**src/rtl/cab_pkg.sv**
```systemverilog
package cab_pkg;
  localparam int AW     = 16;
  localparam int DW     = 32;
  localparam int BEW    = DW / 8;
  localparam int BUS_W  = 8;
  localparam int DEV_W  = 5;
  localparam int FN_W   = 3;
  localparam int REG_W  = 6;
  localparam int DWA_W  = AW - 2;

  localparam logic [DWA_W-1:0] PORT_DW = DWA_W'(16'hCF8 >> 2);
  localparam logic [DWA_W-1:0] WIN1_DW = DWA_W'(16'hCFC >> 2);
  localparam logic [3:0]       WIN2_NIB = 4'hC;
  localparam logic [3:0]       M2_ON    = 4'hF;

  typedef enum logic [1:0] {ACC_REG, ACC_CFG, ACC_VOID} acc_kind_e;
  typedef enum logic [1:0] {S_IDLE, S_REQ, S_RSP, S_DONE} cab_state_e;

  typedef struct packed {
    logic [BUS_W-1:0] bus;
    logic [DEV_W-1:0] dev;
    logic [FN_W-1:0]  fn;
    logic [REG_W-1:0] rg;
    logic [BEW-1:0]   be;
    logic             we;
    logic [DW-1:0]    wdata;
  } cfg_req_t;
endpackage

```
**src/rtl/cab_regs.sv**
```systemverilog
module cab_regs
  import cab_pkg::*;
#(
  parameter logic [BEW-1:0] LANE_KEEP = 4'b1101
) (
  input  logic           clk,
  input  logic           rst_n,
  input  logic           strap_mech1,
  input  logic           wr_en,
  input  logic [BEW-1:0] be,
  input  logic [DW-1:0]  wdata,
  output logic [DW-1:0]  addr_q,
  output logic [DW-1:0]  lanes_q,
  output logic [DW-1:0]  rd_data
);
  localparam logic [BEW-1:0] FULL = '1;

  always_ff @(posedge clk) begin
    if (!rst_n)
      addr_q <= '0;
    else if (wr_en && be == FULL)
      addr_q <= {wdata[DW-1:2], 2'b00};
  end

  for (genvar l = 0; l < BEW; l++) begin : g_lane
    if (LANE_KEEP[l]) begin : g_reg
      logic [7:0] q;
      always_ff @(posedge clk) begin
        if (!rst_n)
          q <= (l == BEW - 1) ? {7'd0, strap_mech1} : 8'h00;
        else if (wr_en && be != FULL && be[l])
          q <= wdata[8*l +: 8];
      end
      assign lanes_q[8*l +: 8] = q;
    end else begin : g_void
      assign lanes_q[8*l +: 8] = 8'hFF;
    end
  end

  assign rd_data = (be == FULL) ? addr_q : lanes_q;
endmodule

```
**src/rtl/cab_decode.sv**
```systemverilog
module cab_decode
  import cab_pkg::*;
(
  input  logic [AW-1:0]  io_addr,
  input  logic [BEW-1:0] io_be,
  input  logic           io_we,
  input  logic [DW-1:0]  io_wdata,
  input  logic [DW-1:0]  addr_q,
  input  logic [7:0]     fe_q,
  input  logic [7:0]     bus_q,
  input  logic           mech1,
  output acc_kind_e      kind,
  output cfg_req_t       req
);
  logic is_port, m1_hit, m2_hit, m1_en, m2_en;

  assign is_port = io_addr[AW-1:2] == PORT_DW;
  assign m1_hit  = io_addr[AW-1:2] == WIN1_DW;
  assign m2_hit  = io_addr[AW-1:AW-4] == WIN2_NIB;
  assign m1_en   = addr_q[DW-1];
  assign m2_en   = fe_q[7:4] == M2_ON;

  always_comb begin
    if (is_port)
      kind = ACC_REG;
    else if (mech1)
      kind = (m1_hit && m1_en) ? ACC_CFG : ACC_VOID;
    else
      kind = (m2_hit && m2_en) ? ACC_CFG : ACC_VOID;
  end

  always_comb begin
    req.be    = io_be;
    req.we    = io_we;
    req.wdata = io_wdata;
    if (mech1) begin
      req.bus = addr_q[23:16];
      req.dev = addr_q[15:11];
      req.fn  = addr_q[10:8];
      req.rg  = addr_q[7:2];
    end else begin
      req.bus = bus_q;
      req.dev = {1'b0, io_addr[11:8]};
      req.fn  = fe_q[3:1];
      req.rg  = io_addr[7:2];
    end
  end
endmodule

```
**src/rtl/cab_ctrl.sv**
```systemverilog
module cab_ctrl
  import cab_pkg::*;
#(
  parameter logic [DW-1:0] VOID_DATA = '1
) (
  input  logic          clk,
  input  logic          rst_n,
  input  logic          io_valid,
  input  acc_kind_e     kind,
  input  cfg_req_t      req_in,
  input  logic [DW-1:0] reg_rd,
  input  logic          cfg_ready,
  input  logic          cfg_rsp_valid,
  input  logic [DW-1:0] cfg_rsp_data,
  output logic          reg_wr_en,
  output logic          io_ready,
  output logic [DW-1:0] io_rdata,
  output logic          cfg_valid,
  output cfg_req_t      req_q
);
  cab_state_e st;

  assign reg_wr_en = (st == S_IDLE) && io_valid && (kind == ACC_REG) && req_in.we;
  assign io_ready  = st == S_DONE;
  assign cfg_valid = st == S_REQ;

  always_ff @(posedge clk) begin
    if (!rst_n) begin
      st       <= S_IDLE;
      io_rdata <= '0;
      req_q    <= '0;
    end else begin
      unique case (st)
        S_IDLE: if (io_valid) begin
          unique case (kind)
            ACC_REG: begin io_rdata <= reg_rd; st <= S_DONE; end
            ACC_CFG: begin req_q <= req_in; st <= S_REQ; end
            default: begin io_rdata <= VOID_DATA; st <= S_DONE; end
          endcase
        end
        S_REQ: if (cfg_ready) st <= S_RSP;
        S_RSP: if (cfg_rsp_valid) begin
          io_rdata <= cfg_rsp_data;
          st       <= S_DONE;
        end
        default: st <= S_IDLE;
      endcase
    end
  end
endmodule

```
**src/rtl/cfg_access_bridge.sv**
```systemverilog
module cfg_access_bridge
  import cab_pkg::*;
#(
  parameter logic [DW-1:0] VOID_DATA = '1
) (
  input  logic              clk,
  input  logic              rst_n,
  input  logic              strap_mech1,
  input  logic              io_valid,
  output logic              io_ready,
  input  logic [AW-1:0]     io_addr,
  input  logic [BEW-1:0]    io_be,
  input  logic              io_we,
  input  logic [DW-1:0]     io_wdata,
  output logic [DW-1:0]     io_rdata,
  output logic              cfg_valid,
  input  logic              cfg_ready,
  output logic [BUS_W-1:0]  cfg_bus,
  output logic [DEV_W-1:0]  cfg_dev,
  output logic [FN_W-1:0]   cfg_func,
  output logic [REG_W-1:0]  cfg_reg,
  output logic [BEW-1:0]    cfg_be,
  output logic              cfg_we,
  output logic [DW-1:0]     cfg_wdata,
  input  logic              cfg_rsp_valid,
  input  logic [DW-1:0]     cfg_rsp_data
);
  logic [DW-1:0] addr_q, lanes_q, reg_rd;
  logic          reg_wr_en, mech1, f2_en;
  acc_kind_e     kind;
  cfg_req_t      req_in, req_q;

  assign mech1 = lanes_q[24];
  assign f2_en = lanes_q[7:4] == M2_ON;

  cab_regs u_regs (
    .clk(clk), .rst_n(rst_n), .strap_mech1(strap_mech1),
    .wr_en(reg_wr_en), .be(io_be), .wdata(io_wdata),
    .addr_q(addr_q), .lanes_q(lanes_q), .rd_data(reg_rd)
  );

  cab_decode u_dec (
    .io_addr(io_addr), .io_be(io_be), .io_we(io_we), .io_wdata(io_wdata),
    .addr_q(addr_q), .fe_q(lanes_q[7:0]), .bus_q(lanes_q[23:16]),
    .mech1(mech1), .kind(kind), .req(req_in)
  );

  cab_ctrl #(.VOID_DATA(VOID_DATA)) u_ctrl (
    .clk(clk), .rst_n(rst_n), .io_valid(io_valid), .kind(kind),
    .req_in(req_in), .reg_rd(reg_rd), .cfg_ready(cfg_ready),
    .cfg_rsp_valid(cfg_rsp_valid), .cfg_rsp_data(cfg_rsp_data),
    .reg_wr_en(reg_wr_en), .io_ready(io_ready), .io_rdata(io_rdata),
    .cfg_valid(cfg_valid), .req_q(req_q)
  );

  assign cfg_bus   = req_q.bus;
  assign cfg_dev   = req_q.dev;
  assign cfg_func  = req_q.fn;
  assign cfg_reg   = req_q.rg;
  assign cfg_be    = req_q.be;
  assign cfg_we    = req_q.we;
  assign cfg_wdata = req_q.wdata;
endmodule

```
**config.mk**
```make
export PLATFORM = sky130hd
export DESIGN_NAME = cfg_access_bridge
export DESIGN_NICKNAME = d
export VERILOG_FILES = /design/src/rtl/cab_pkg.sv /design/src/rtl/cab_regs.sv /design/src/rtl/cab_decode.sv /design/src/rtl/cab_ctrl.sv /design/src/rtl/cfg_access_bridge.sv
export SDC_FILE = /design/constraint.sdc
export NUM_CORES = 1
export LEC_CHECK = 0
export ABC_AREA = 1
export BUFFER_PORTS_ARGS = -buffer_cell sky130_fd_sc_hd__buf_2
export CAP_MARGIN = 20
export CELL_PAD_IN_SITES_DETAIL_PLACEMENT = 1
export CELL_PAD_IN_SITES_GLOBAL_PLACEMENT = 1
export CORE_ASPECT_RATIO = 1.1
export CORE_MARGIN = 2
export CORE_UTILIZATION = 39
export DETAILED_ROUTE_END_ITERATION = 8
export PLACE_DENSITY_LB_ADDON = 0.08
export SYNTH_ARGS = -nofsm -noshare
export SYNTH_HDL_FRONTEND = slang
export SYNTH_SLANG_ARGS = --single-unit
```
**constraint.sdc**
```tcl
create_clock -name clk -period 3.08 [get_ports clk]
set_input_delay 0.616 -clock clk [delete_from_list [all_inputs] [get_ports clk]]
set_output_delay 0.616 -clock clk [all_outputs]
set_load 0.005 [all_outputs]
```
==> results.txt <==
Most used DFF post-synth -> dfxtp_1
Status -> completed
Period utilization -> 0.7278
Via-per-instance ratio -> 5.157
Pwr dens -> 710.8 nW/um^2
Core ar. -> 17080 um^2
Setup TNS -> 0 ns
Skew final -> 0.009579 ns
GRT Total Usage -> 0.2586
I/O Pins -> 184
DP HPWL -> 16.51 mm
Most area-consuming cells after synthesis -> dfxtp_1 (43%), nand2_1 (13%), nor2_1 (11%), a21oi_1 (7.3%), nand4_1 (5.5%)
Leakage power -> 0.003933 uW
Row Count -> 50
Number of global-route vias before repair -> 7137
Post-route minimum period -> 2.242 ns
Number of port buffers -> 181
Ratio of cells with drive above 1 in the final layout -> 0.2084
Gr ovfl total -> 0
Die Y-Extent -> 142.8 um
Post-CTS Resized -> 0
# diodes -> 0
TritonCTS clock tree -> built
Area Growth Syn to Fin -> 23.31%
Die ar. -> 18600 um^2
Final Hold Fails -> 0
Die W -> 130.2 um
Initial DRC count -> 373
Rel. slew slack -> 0.5464
Async SR Flop Fraction -> 0
Syn Nets -> 1114
Post-synthesis sequential area ratio -> 0.4321
Root Buffer -> clkbuf_16
Cell Area, Synth -> 6834 um^2
Max VDD drop -> 0.0004269 V
Post-CTS setup buffers -> 0
Initial Util -> 0.4001
Max Freq -> 0.4461 GHz
CP Class -> reg2reg
Synth warn -> 0
Clock tree buffer depth -> 2
H-tree Lvls -> 4
Antenna-violating nets left -> 0
Yosys cell types -> 28
DRC Markers -> 0
Dpl ws -> 0.7268 ns
Largest net degree at the start of global routing -> 61
CTS Hold Bufs -> 0
Share of Yosys cell area claimed by the top area cell type -> 0.4277
Clock sinks -> 147
Fin nets -> 1253
Num CTS Buffers -> 17
Slew Limit Fails -> 0
First-pass DRT Iterations -> 4
Mean Syn Cell Area -> 6.707 um^2
Final Setup Violations -> 0
Initial antenna violation count -> 1
Syn Inst Count -> 1019
Clock Latency Late Sink -> 0.43 ns
GP Congestion -> 0.8349
Drt total wl -> 23.97 mm
Post-synth top area cell -> dfxtp_1
Clock slew at reported path FFs -> 0.06 ns
Max Cap Viol -> 0
Worst-Margin Slew -> 0.6803 ns
Critical path data arrival time -> 2.60 ns
Hold Crit Class -> reg2reg
Number of enable-type register cells in the synthesized netlist -> 1
RSZ-0062 raised after global routing -> no
Yosys reg bits -> 147
Worst setup margin -> 0.8385 ns
# fillers -> 2265
CP Max Fanout -> 30
Req. time, crit path -> 3.44 ns
CP startpoint kind -> register
CP Capture Type -> register
WL/cell -> 17.06 um
First-pass GRT wire length -> 37.21 mm
Vias -> 7245
## registers in the layout, indices dropped and copies added, names as in the netlist
name	cells
u_ctrl.req_q	59
u_ctrl.io_rdata	32
u_ctrl.st	2
u_regs.addr_q	30
u_regs.g_lane.g_reg.q	24
## power by group
part | internal, uW | switching (uW) | leakage, uW
combinational | 534 | 1050 | 0.00245
clock | 1280 | 885 | 0.000284
sequential | 2130 | 111 | 0.00119
## synth_stat cells, types with 6 or more instances
library cell  number
nor2_1           208
o21ai_1           23
nor3_1             9
clkbuf_1          49
nand3_1            9
dfxtp_1          146
a31oi_1           21
nand4_1           60
buf_2             18
a21oi_1           99
inv_1             76
o21ai_0           29
buf_4              6
nand2_1          238
## through the flow
stage / utilization / std cells / hold slack [ns] / power, uW / cell area, um^2
2_1_floorplan: - / 1019 / 0.4564 / 3295 / 6834
3_3_place_gp: 0.4579 / 1373 / 0.4471 / 3840 / 7820
3_5_place_dp: 0.4579 / 1373 / 0.4507 / 3868 / 7820
4_1_cts: 0.4934 / 1405 / 0.4390 / 6047 / 8427
5_1_grt: 0.4934 / 1405 / 0.4537 / 6352 / 8427
6_report: 0.4934 / 1405 / 0.4584 / 5989 / 8427
## worst paths after layout
check	slack (ns)	endpoint	start	cells past startpoint
min reg2reg	0.46	u_ctrl.req_q[10]	u_ctrl.req_q[10]	2
max	0.84	u_regs.addr_q[20]	u_ctrl.st[0]	7
min	0.46	u_ctrl.req_q[10]	u_ctrl.req_q[10]	2
max reg2reg	0.84	u_regs.addr_q[20]	u_ctrl.st[0]	7
## cell families (layout without fill, tap and decap cells)
group           Yosys count  count (layout)  share of synthesized area
simple gates            537             537                     0.3327
compound gates          174             174                     0.1318
fa+ha+maj                 4               4                   0.007324
buf+inv                 157             309                    0.09612
flops                   147             147                     0.4321
## critical path, cell delays in order (launching register included)
cell     delay, ns
dfxtp_1       0.34
inv_1         0.09
ha_2          0.40
and3_1        0.36
nand3_1       0.15
inv_2         0.52
o21ai_0       0.19
nor2_1        0.12
## cell type report
class	instances	area (um^2)	share of cell area
clock buffers	18	429.2	0.05093
repair buffers	196	1044	0.1238
multi-input cells	715	3227	0.3829
well taps	234	292.8	0.03474
flip-flops and latches	147	2953	0.3504
inverters	81	304.0	0.03608
clock inverters	14	177.7	0.02108
## metal layers
layer  GRT usage  up-vias  routed length, um  part of all wire
li1            -     3559                  -                 -
met1      0.3078     3477              10110              0.42
met2      0.4547      161              12150              0.51
met3     0.05133       46                880             0.037
met4      0.1019        2                815             0.034
met5           0        -                 11           0.00046
## placed cells by master (no fill, tap or decap), types with 21 or more instances in the layout
master	n
a21oi_1	99
a31oi_1	21
buf_2	181
dfxtp_1	146
inv_1	76
nand2_1	238
nand4_1	60
nor2_1	208
o21ai_0	29
o21ai_1	23
No activity file was read; power rests on OpenSTA's default activity.
